## src/rtl/tcu_pkg.sv

```systemverilog
package tcu_pkg;

    typedef enum logic [1:0] {
        EV_STARTED   = 2'd0,
        EV_FINISHED  = 2'd1,
        EV_ERROR     = 2'd2,
        EV_RESTARTED = 2'd3
    } rpt_event_e;

    typedef enum logic [1:0] {
        PS_FREE,
        PS_ASSIGNED,
        PS_BUSY
    } proc_state_e;

    typedef enum logic [2:0] {
        TS_EMPTY,
        TS_WAIT,
        TS_ISSUED,
        TS_RUN,
        TS_DONE
    } task_state_e;

    typedef struct packed {
        logic start;
        logic finish;
        logic error;
    } rpt_flags_t;

    function automatic rpt_flags_t decode_report(logic vld, rpt_event_e ev);
        rpt_flags_t f;
        f.start  = vld && (ev == EV_STARTED || ev == EV_RESTARTED);
        f.finish = vld && (ev == EV_FINISHED);
        f.error  = vld && (ev == EV_ERROR);
        return f;
    endfunction

endpackage

```

## src/rtl/tcu_rr_arb.sv

```systemverilog
module tcu_rr_arb #(
    parameter int N = 4,
    localparam int PW = (N > 1) ? $clog2(N) : 1
) (
    input  logic          clk,
    input  logic          rst,
    input  logic [N-1:0]  req,
    input  logic          take,
    output logic          gnt_any,
    output logic [PW-1:0] gnt_idx,
    output logic [N-1:0]  grant
);

    logic [PW-1:0] ptr_q;

    always_comb begin
        gnt_any = 1'b0;
        gnt_idx = ptr_q;
        for (int off = 0; off < N; off++) begin
            if (!gnt_any && req[(int'(ptr_q) + off) % N]) begin
                gnt_any = 1'b1;
                gnt_idx = PW'((int'(ptr_q) + off) % N);
            end
        end
        grant = gnt_any ? (N'(1) << gnt_idx) : '0;
    end

    always_ff @(posedge clk) begin
        if (rst) begin
            ptr_q <= '0;
        end else if (take && gnt_any) begin
            ptr_q <= (int'(gnt_idx) == N - 1) ? '0 : gnt_idx + 1'b1;
        end
    end

    assert_grant_onehot_R7: assert property (@(posedge clk) disable iff (rst)
        $onehot0(grant) && ((grant & ~req) == '0));

endmodule

```

## src/rtl/tcu_proc_table.sv

```systemverilog
module tcu_proc_table
    import tcu_pkg::*;
#(
    parameter int NPROC = 4,
    localparam int PW = (NPROC > 1) ? $clog2(NPROC) : 1
) (
    input  logic             clk,
    input  logic             rst,
    input  rpt_flags_t       rpt_flags,
    input  logic             rpt_ok,
    input  logic [PW-1:0]    rpt_proc,
    input  logic             iss_valid,
    input  logic [PW-1:0]    iss_proc,
    output logic [NPROC-1:0] proc_free,
    output logic [NPROC-1:0] proc_assigned
);

    proc_state_e st_q [NPROC];

    for (genvar p = 0; p < NPROC; p++) begin : g_flags
        assign proc_free[p]     = (st_q[p] == PS_FREE);
        assign proc_assigned[p] = (st_q[p] == PS_ASSIGNED);
    end

    always_ff @(posedge clk) begin
        if (rst) begin
            for (int p = 0; p < NPROC; p++) st_q[p] <= PS_FREE;
        end else begin
            if (rpt_ok) begin
                if (rpt_flags.start)
                    st_q[rpt_proc] <= PS_BUSY;
                else if (rpt_flags.finish || rpt_flags.error)
                    st_q[rpt_proc] <= PS_FREE;
            end
            if (iss_valid) st_q[iss_proc] <= PS_ASSIGNED;
        end
    end

    // a command may only go to a processor that is idle
    assert_issue_free_R9: assert property (@(posedge clk) disable iff (rst)
        iss_valid |-> proc_free[iss_proc]);

endmodule

```

## src/rtl/tcu_task_table.sv

```systemverilog
module tcu_task_table
    import tcu_pkg::*;
#(
    parameter int NPROC = 4,
    parameter int NTASK = 16,
    localparam int PW = (NPROC > 1) ? $clog2(NPROC) : 1,
    localparam int TW = (NTASK > 1) ? $clog2(NTASK) : 1,
    localparam int CW = $clog2(NTASK + 1)
) (
    input  logic                      clk,
    input  logic                      rst,
    input  logic                      cfg_we,
    input  logic [TW-1:0]             cfg_task,
    input  logic [PW-1:0]             cfg_proc,
    input  logic [CW-1:0]             cfg_npred,
    input  logic [NTASK-1:0]          cfg_succ,
    input  rpt_flags_t                rpt_flags,
    input  logic [PW-1:0]             rpt_proc,
    input  logic [TW-1:0]             rpt_task,
    output logic                      rpt_ok,
    input  logic                      iss_valid,
    input  logic [TW-1:0]             iss_task,
    output logic [NPROC-1:0]          cand_valid,
    output logic [NPROC-1:0][TW-1:0]  cand_task,
    output logic [NPROC-1:0]          cand_redo
);

    task_state_e      st_q    [NTASK];
    logic [PW-1:0]    owner_q [NTASK];
    logic [CW-1:0]    pred_q  [NTASK];
    logic [NTASK-1:0] succ_q  [NTASK];
    logic [NTASK-1:0] redo_q;

    logic [NPROC-1:0][NTASK-1:0] elig;
    task_state_e cur_st;
    logic        own_ok;
    logic        fin_ok;

    // report acceptance: right owner and a state that matches the event
    always_comb begin
        cur_st = st_q[rpt_task];
        own_ok = (owner_q[rpt_task] == rpt_proc);
        rpt_ok = own_ok && (
                   (rpt_flags.start && (cur_st == TS_ISSUED || cur_st == TS_RUN)) ||
                   ((rpt_flags.finish || rpt_flags.error) && cur_st == TS_RUN));
        fin_ok = rpt_ok && rpt_flags.finish;
    end

    for (genvar p = 0; p < NPROC; p++) begin : g_proc
        for (genvar t = 0; t < NTASK; t++) begin : g_task
            assign elig[p][t] = (st_q[t] == TS_WAIT) && (owner_q[t] == PW'(p)) &&
                                (pred_q[t] == '0);
        end

        logic          pv;
        logic [TW-1:0] pt;
        logic          pr;

        // lowest index wins; a pending re-execution overrides the static pick
        always_comb begin
            pv = 1'b0;
            pt = '0;
            pr = 1'b0;
            for (int t = NTASK - 1; t >= 0; t--) begin
                if (elig[p][t]) begin
                    pv = 1'b1;
                    pt = TW'(t);
                end
            end
            for (int t = NTASK - 1; t >= 0; t--) begin
                if (elig[p][t] && redo_q[t]) begin
                    pt = TW'(t);
                    pr = 1'b1;
                end
            end
        end

        assign cand_valid[p] = pv;
        assign cand_task[p]  = pt;
        assign cand_redo[p]  = pr;
    end

    always_ff @(posedge clk) begin
        if (rst) begin
            for (int t = 0; t < NTASK; t++) begin
                st_q[t]    <= TS_EMPTY;
                owner_q[t] <= '0;
                pred_q[t]  <= '0;
                succ_q[t]  <= '0;
            end
            redo_q <= '0;
        end else begin
            if (fin_ok) begin
                for (int s = 0; s < NTASK; s++) begin
                    if (succ_q[rpt_task][s] && pred_q[s] != '0)
                        pred_q[s] <= pred_q[s] - 1'b1;
                end
            end
            if (rpt_ok) begin
                if (rpt_flags.start) begin
                    st_q[rpt_task]   <= TS_RUN;
                    redo_q[rpt_task] <= 1'b0;
                end else if (rpt_flags.finish) begin
                    st_q[rpt_task]   <= TS_DONE;
                end else if (rpt_flags.error) begin
                    st_q[rpt_task]   <= TS_WAIT;
                    redo_q[rpt_task] <= 1'b1;
                end
            end
            if (iss_valid) st_q[iss_task] <= TS_ISSUED;
            if (cfg_we) begin
                st_q[cfg_task]    <= TS_WAIT;
                owner_q[cfg_task] <= cfg_proc;
                pred_q[cfg_task]  <= cfg_npred;
                succ_q[cfg_task]  <= cfg_succ;
                redo_q[cfg_task]  <= 1'b0;
            end
        end
    end

    // dispatch chosen by the top must name a waiting task with all inputs in
    assert_issue_ready_R4: assert property (@(posedge clk) disable iff (rst)
        iss_valid |-> (st_q[iss_task] == TS_WAIT && pred_q[iss_task] == '0));

    // an accepted error must leave the task waiting again
    assert_error_requeue_R5: assert property (@(posedge clk) disable iff (rst)
        (rpt_ok && rpt_flags.error && !cfg_we) |=> st_q[$past(rpt_task)] == TS_WAIT);

endmodule

```

## src/rtl/tcu_sched.sv

```systemverilog
module tcu_sched
    import tcu_pkg::*;
#(
    parameter int NPROC = 4,
    parameter int NTASK = 16,
    localparam int PW = (NPROC > 1) ? $clog2(NPROC) : 1,
    localparam int TW = (NTASK > 1) ? $clog2(NTASK) : 1,
    localparam int CW = $clog2(NTASK + 1)
) (
    input  logic             clk,
    input  logic             rst,
    input  logic             cfg_we,
    input  logic [TW-1:0]    cfg_task,
    input  logic [PW-1:0]    cfg_proc,
    input  logic [CW-1:0]    cfg_npred,
    input  logic [NTASK-1:0] cfg_succ,
    input  logic             rpt_valid,
    output logic             rpt_ready,
    input  logic [PW-1:0]    rpt_proc,
    input  logic [TW-1:0]    rpt_task,
    input  logic [1:0]       rpt_event,
    output logic             cmd_valid,
    input  logic             cmd_ready,
    output logic [PW-1:0]    cmd_proc,
    output logic [TW-1:0]    cmd_task,
    output logic             cmd_redo
);

    rpt_flags_t              flags;
    logic                    rpt_ok;
    logic [NPROC-1:0]        cand_valid;
    logic [NPROC-1:0][TW-1:0] cand_task;
    logic [NPROC-1:0]        cand_redo;
    logic [NPROC-1:0]        proc_free;
    logic [NPROC-1:0]        proc_assigned;
    logic [NPROC-1:0]        req;
    logic [NPROC-1:0]        grant;
    logic                    gnt_any;
    logic [PW-1:0]           gnt_idx;
    logic                    load;
    logic [TW-1:0]           iss_task;

    assign rpt_ready = 1'b1;
    assign flags     = decode_report(rpt_valid, rpt_event_e'(rpt_event));
    assign req       = proc_free & cand_valid;
    assign load      = gnt_any && (!cmd_valid || cmd_ready);
    assign iss_task  = cand_task[gnt_idx];

    tcu_task_table #(.NPROC(NPROC), .NTASK(NTASK)) u_tasks (
        .clk        (clk),
        .rst        (rst),
        .cfg_we     (cfg_we),
        .cfg_task   (cfg_task),
        .cfg_proc   (cfg_proc),
        .cfg_npred  (cfg_npred),
        .cfg_succ   (cfg_succ),
        .rpt_flags  (flags),
        .rpt_proc   (rpt_proc),
        .rpt_task   (rpt_task),
        .rpt_ok     (rpt_ok),
        .iss_valid  (load),
        .iss_task   (iss_task),
        .cand_valid (cand_valid),
        .cand_task  (cand_task),
        .cand_redo  (cand_redo)
    );

    tcu_proc_table #(.NPROC(NPROC)) u_procs (
        .clk           (clk),
        .rst           (rst),
        .rpt_flags     (flags),
        .rpt_ok        (rpt_ok),
        .rpt_proc      (rpt_proc),
        .iss_valid     (load),
        .iss_proc      (gnt_idx),
        .proc_free     (proc_free),
        .proc_assigned (proc_assigned)
    );

    tcu_rr_arb #(.N(NPROC)) u_arb (
        .clk     (clk),
        .rst     (rst),
        .req     (req),
        .take    (load),
        .gnt_any (gnt_any),
        .gnt_idx (gnt_idx),
        .grant   (grant)
    );

    always_ff @(posedge clk) begin
        if (rst) begin
            cmd_valid <= 1'b0;
            cmd_proc  <= '0;
            cmd_task  <= '0;
            cmd_redo  <= 1'b0;
        end else if (load) begin
            cmd_valid <= 1'b1;
            cmd_proc  <= gnt_idx;
            cmd_task  <= iss_task;
            cmd_redo  <= cand_redo[gnt_idx];
        end else if (cmd_ready) begin
            cmd_valid <= 1'b0;
        end
    end

    assert_cmd_hold_R8: assert property (@(posedge clk) disable iff (rst)
        (cmd_valid && !cmd_ready) |=>
            (cmd_valid && $stable(cmd_proc) && $stable(cmd_task) && $stable(cmd_redo)));

    assert_cmd_outstanding_R9: assert property (@(posedge clk) disable iff (rst)
        cmd_valid |-> proc_assigned[cmd_proc]);

    assert_grant_matches_R7: assert property (@(posedge clk) disable iff (rst)
        load |-> grant[gnt_idx]);

endmodule

```

## config.mk

```make
export PLATFORM = sky130hd
export DESIGN_NAME = tcu_sched
export DESIGN_NICKNAME = d
export VERILOG_FILES = /design/src/rtl/tcu_pkg.sv /design/src/rtl/tcu_rr_arb.sv /design/src/rtl/tcu_proc_table.sv /design/src/rtl/tcu_task_table.sv /design/src/rtl/tcu_sched.sv
export SDC_FILE = /design/constraint.sdc
export NUM_CORES = 1
export LEC_CHECK = 0
export BUFFER_PORTS_ARGS = -buffer_cell sky130_fd_sc_hd__buf_4
export CORE_ASPECT_RATIO = 0.5
export CORE_MARGIN = 2
export CORE_UTILIZATION = 50
export CTS_BUF_LIST = sky130_fd_sc_hd__clkbuf_4
export CTS_CLUSTER_SIZE = 28
export DETAILED_ROUTE_END_ITERATION = 10
export GPL_ROUTABILITY_DRIVEN = 1
export GPL_TIMING_DRIVEN = 1
export PLACE_DENSITY = 0.71
export RECOVER_POWER = 50
export SLEW_MARGIN = 5
export SYNTH_ARGS = -nofsm -noshare
export SYNTH_HDL_FRONTEND = slang
export SYNTH_HIERARCHICAL = 1
export SYNTH_SLANG_ARGS = --single-unit
```

## constraint.sdc

```tcl
create_clock -name clk -period 10.9 [get_ports clk]
set_input_delay 1.09 -clock clk [delete_from_list [all_inputs] [get_ports clk]]
set_output_delay 1.09 -clock clk [all_outputs]
set_load 0.01 [all_outputs]
```

### Word level (Yosys, flattened, before mapping)

Memory sizes are Yosys's and may differ from the RTL's.
Index checks and enable logic that the tools add are counted.

| storage, ports and cells | value |
|---|---|
| register bits after elaboration | 26 |
| bits in writable memories | 424 |
| input port bits | 40 |
| memories kept | 5 |
| output and inout bits | 9 |

Memory list:

| name | depth | bits a word | rd ports | clocked after Yosys merged registers in | write ports | line | text |
|---|---|---|---|---|---|---|---|
| u_tasks.succ_q | 16 | 16 | 1 | 0 | 16 | tcu_task_table.sv:31 | `logic [NTASK-1:0] succ_q [NTASK];` |
| u_tasks.pred_q | 16 | 5 | 16 | 0 | 17 | tcu_task_table.sv:30 | `logic [CW-1:0] pred_q [NTASK];` |
| u_tasks.st_q | 16 | 3 | 17 | 0 | 16 | tcu_task_table.sv:28 | `task_state_e st_q [NTASK];` |
| u_tasks.owner_q | 16 | 2 | 17 | 0 | 16 | tcu_task_table.sv:29 | `logic [PW-1:0] owner_q [NTASK];` |
| u_procs.st_q | 4 | 2 | 4 | 0 | 4 | tcu_proc_table.sv:18 | `proc_state_e st_q [NPROC];` |

| cells by class | value |
|---|---|
| reduce and logical (&&, ||, !) cells | 295 |
| magnitude comparators | 9 |
| $add $sub $neg | 20 |
| bitwise operators | 28 |
| equality and inequality tests | 71 |
| muxes and demuxes | 423 |

Operators by type and width:

| kind | number |
|---|---|
| 4-bit 2-to-1 mux | 134 |
| 1-bit 2-to-1 mux | 243 |
| 1-bit logical AND | 222 |
| 16-bit 2-to-1 mux | 7 |
| 5-bit logical NOT | 16 |
| 5-bit 2-to-1 mux | 16 |
| 5-bit nonzero test | 16 |
| 5-bit by 1-bit subtractor with 5-bit output (second input constant) | 16 |
| 2-bit == test (second input constant) | 34 |
| 3-bit by 1-bit == test with 1-bit output (second input constant) | 16 |
| 2-bit logical NOT | 21 |
| 2-bit by 1-bit == test with 1-bit output (second input constant) | 18 |
| 16-bit bitwise AND | 2 |
| 16-bit NOT | 2 |
| 2-bit 2-to-1 mux | 10 |
| 1-bit OR | 19 |
| 16-bit OR | 1 |
| 16-bit OR reduction | 1 |
| 3-bit 2-to-1 mux | 5 |
| 3-bit by 4-bit less-than comparator with 1-bit output (second input constant) | 3 |
| 2-bit OR reduction | 6 |
| 1-bit binary-select mux with 2-bit select | 5 |
| 4-bit by 5-bit less-than comparator with 1-bit output (second input constant) | 2 |
| 3-bit OR reduction | 3 |
| other kinds (13) | 28 |

### Depth between registers and ports, before layout

An unclocked memory read counts as a cell.

| depth | value |
|---|---|
| depth in word-level cells | 39 |
| depth in mapped cells | 21 |

### Cells and area by module

The synthesis kept the hierarchy.

By module, submodules not included:

| module | times used | area an instance (um^2) | cells each |
|---|---|---|---|
| tcu_task_table | 1 | 23490.0 | 2089 |
| tcu_sched | 1 | 514.2 | 56 |
| tcu_proc_table | 1 | 461.7 | 49 |
| tcu_rr_arb | 1 | 276.5 | 38 |

### Worst setup path after synthesis

No wires, ideal clock.

| timing path | value |
|---|---|
| path kind | register -> register |
| from | memory u_tasks/pred_q[11][0] (netlist name) |
| to | memory u_tasks/st_q[3][1] (netlist name) |
| path slack | 6354 ps |
| setup time | 78 ps |
| buffers on the path | 3 |
| data arrival time | 4468 ps |
| stages on the path, launching flop included | 21 |
| cell sequence | edfxtp_1 inv_1 ha_1 or4b_2 clkbuf_1 nor4_1 nor2_1 nand3_1 nor2_1 nand2_1 buf_4 and2_1 nor2b_1 o21ai_0 o221a_2 buf_6 mux4_2 or3_1 nor2_1 nor4_1 nor3_1 |

RTL lines:

| what | line |
|---|---|
| start, declared | tcu_task_table.sv:30 |
| end, declared | tcu_task_table.sv:28 |

==> results.ini <==
[yosys]
syn_inst=2221
synth.avg_cell_area_sq_um=11.1
syn_area_sq_um=24700
synth-warning-count=6
synth_fp_nets=2287

[route]
first_pass_iters=5
drt_iter0_drc=2589
drc=0
antenna_left=0
vias_per_cell=6.47
detail_route.wirelength_mm=77.9
wl_per_cell_um=25.9
vias=19400

[critical_path]
cpPeakStageDelay_ns=2.04
cp-end-kind=register
cp_slowest_cell=o21ai_0
arrival_ns=6.71
path_cells=clkbuf_1 > clkinv_1 > clkbuf_1 > o21ai_0 > clkbuf_1 > o31ai_1
r2r_start=u_tasks/pred_q[10][0]$_DFFE_PP_
rrSetupSlack_ns=5.43
worstSetupStartpointType=input pin
crit_top_cell=clkbuf_1
r2r_cells=17
reg2reg_to=u_tasks/st_q[3][1]$_SDFFE_PP0P_
critical_path_class=input pin to register
crit_required_ns=11.55
crit_path_max_fanout=59

[clocking]
cts_tree=done
cts_resized=0
insertion_delay_ns=0.84
cts.clk_slew.worst_paths_ns=0.07
cts.sinks=450
cts_root_buf=clkbuf_4
htreeDepth=3
clockBufferDepth=3
ctsHoldBuffers=0
numCtsBuffers=103
postCtsSetupRepairBufs=0

[sta]
fmax_ghz=0.165
fin_crit_sh_pct=55.6
whs_ns=0.480
rsz0062_at_grt=false
fin_skew_ns=0.0453
post-route-min-period_ns=6.06
relSlewSlack_pct=-91.2
finalHoldViolations=0
setup_tns_ns=0
setup_violations=0
final-max-slew-violation-count=253
worstMarginPinSlew_ns=2.87

[place]
place.gp.congestion=1.01
dp_hpwl_mm=51.9
port_buffers=47

[pwr]
powerDensity_nw_per_um2=148
ir_worst_vdd_mv=0.0876
power_leakage_nw=9.40

[worst_hold_path]
whs_path_depth=2
min_to=u_procs/st_q[1][0]$_SDFFE_PP1P_
hold_class=register to register
holdCritStartpoint=u_procs/st_q[1][0]$_SDFFE_PP1P_

[grt]
grt_pass1_vias=18200
antenna_found_initial=4
grt_max_degree=65
grt_pass1_wl_mm=115
grt_usage_pct=30.3
grt_remaining_overflow=0

[outcome]
outcome=finished, violations left
violations=max-capacitance violations, max-slew violations

[die]
die_h_um=161
die_w_um=318
io_pins=49
core_sq_um=48600
dieArea_sq_um=51200
rows=57
start_util_pct=50.7

[final_layout]
areaGrowthSynthToFinish_pct=8.76
layout.nets=2344
nFillCells=4159
drive_above_1_share_pct=16.7

[flow_run]
maxCapViolCount=10

[worst max-delay path by stage]
stage	from	to	slack, ns	cells past startpoint
final	rst	u_tasks/pred_q[3][2]$_DFFE_PP_	4.84	6
after global routing	rst	u_tasks/pred_q[3][0]$_DFFE_PP_	4.62	6
after CTS	u_tasks/pred_q[11][0]$_DFFE_PP_	u_tasks/st_q[3][1]$_SDFFE_PP0P_	5.60	17
after detailed placement	u_tasks/pred_q[10][0]$_DFFE_PP_	u_tasks/st_q[3][1]$_SDFFE_PP0P_	5.66	17
after global placement	u_tasks/pred_q[3][0]$_DFFE_PP_	u_tasks/st_q[3][1]$_SDFFE_PP0P_	5.79	17
after floorplan	u_tasks/pred_q[11][0]$_DFFE_PP_	u_tasks/st_q[3][1]$_SDFFE_PP0P_	6.37	20
[power breakdown]
group	internal, mW	switching, mW	leakage, nW
clock	0.676	0.685	0.779
sequential	1.97	0.0700	4.27
combinational	0.217	0.350	4.35
[flip-flops by register name, indices dropped and copies added (netlist names)]
name and cells:
u_tasks/succ_q 256, cmd_proc 2, cmd_task 4, u_procs/st_q 8
u_tasks/st_q 48, u_tasks/redo_q 16, cmd_valid 1, u_arb/ptr_q 2
cmd_redo 1, u_tasks/pred_q 80, u_tasks/owner_q 32
[through the flow]
stage	cells	cell area, sq um	power, mW	worst slack [ns]	utilization, %
2_1_floorplan	2221	24700	2.45	6.37	-
3_3_place_gp	2822	25700	2.63	5.79	52.8
3_5_place_dp	2822	25700	2.64	5.66	52.8
4_1_cts	2999	27000	3.99	5.60	55.4
5_1_grt	3001	26800	4.13	4.62	55.2
6_report	3001	26800	3.97	4.84	55.2
[metal layers]
metal | track usage, % | part of all wire, % | vias up
li1 | - | - | 8484
met1 | 41.9 | 40 | 9472
met2 | 46.0 | 44 | 1246
met3 | 7.41 | 12 | 204
met4 | 12.7 | 4.2 | 2
met5 | 0 | 0.017 | -
[layout by cell type, fill, tap and decap left out, types with 59 or more instances in the layout]
master      n
inv_1      83
and2_0     59
buf_4      62
o21ai_0    69
clkbuf_4  156
nor2_1    104
dfxtp_1    82
edfxtp_1  368
a21oi_1    80
and2_1    242
nor3_1     75
nand2_1   218
mux4_2     98
[worst max-delay path, delay by kind of cell]
family	cells	cell delay, ns
AO/OA/AOI/OAI	2	2.46
buffers and inverters	4	3.13
[cell type report]
class / count / area [sq um] / share of cell area (%)
sequential: 450 / 12700 / 47.3
antenna: 2 / 5.00 / 0.0187
multi-input combinational: 1547 / 11100 / 41.4
clock inverter: 21 / 139 / 0.518
timing repair buffer: 92 / 578 / 2.15
tap: 649 / 812 / 3.03
clock buffer: 156 / 1170 / 4.37
inverter: 84 / 315 / 1.18
(Power assumes the default switching activity.)
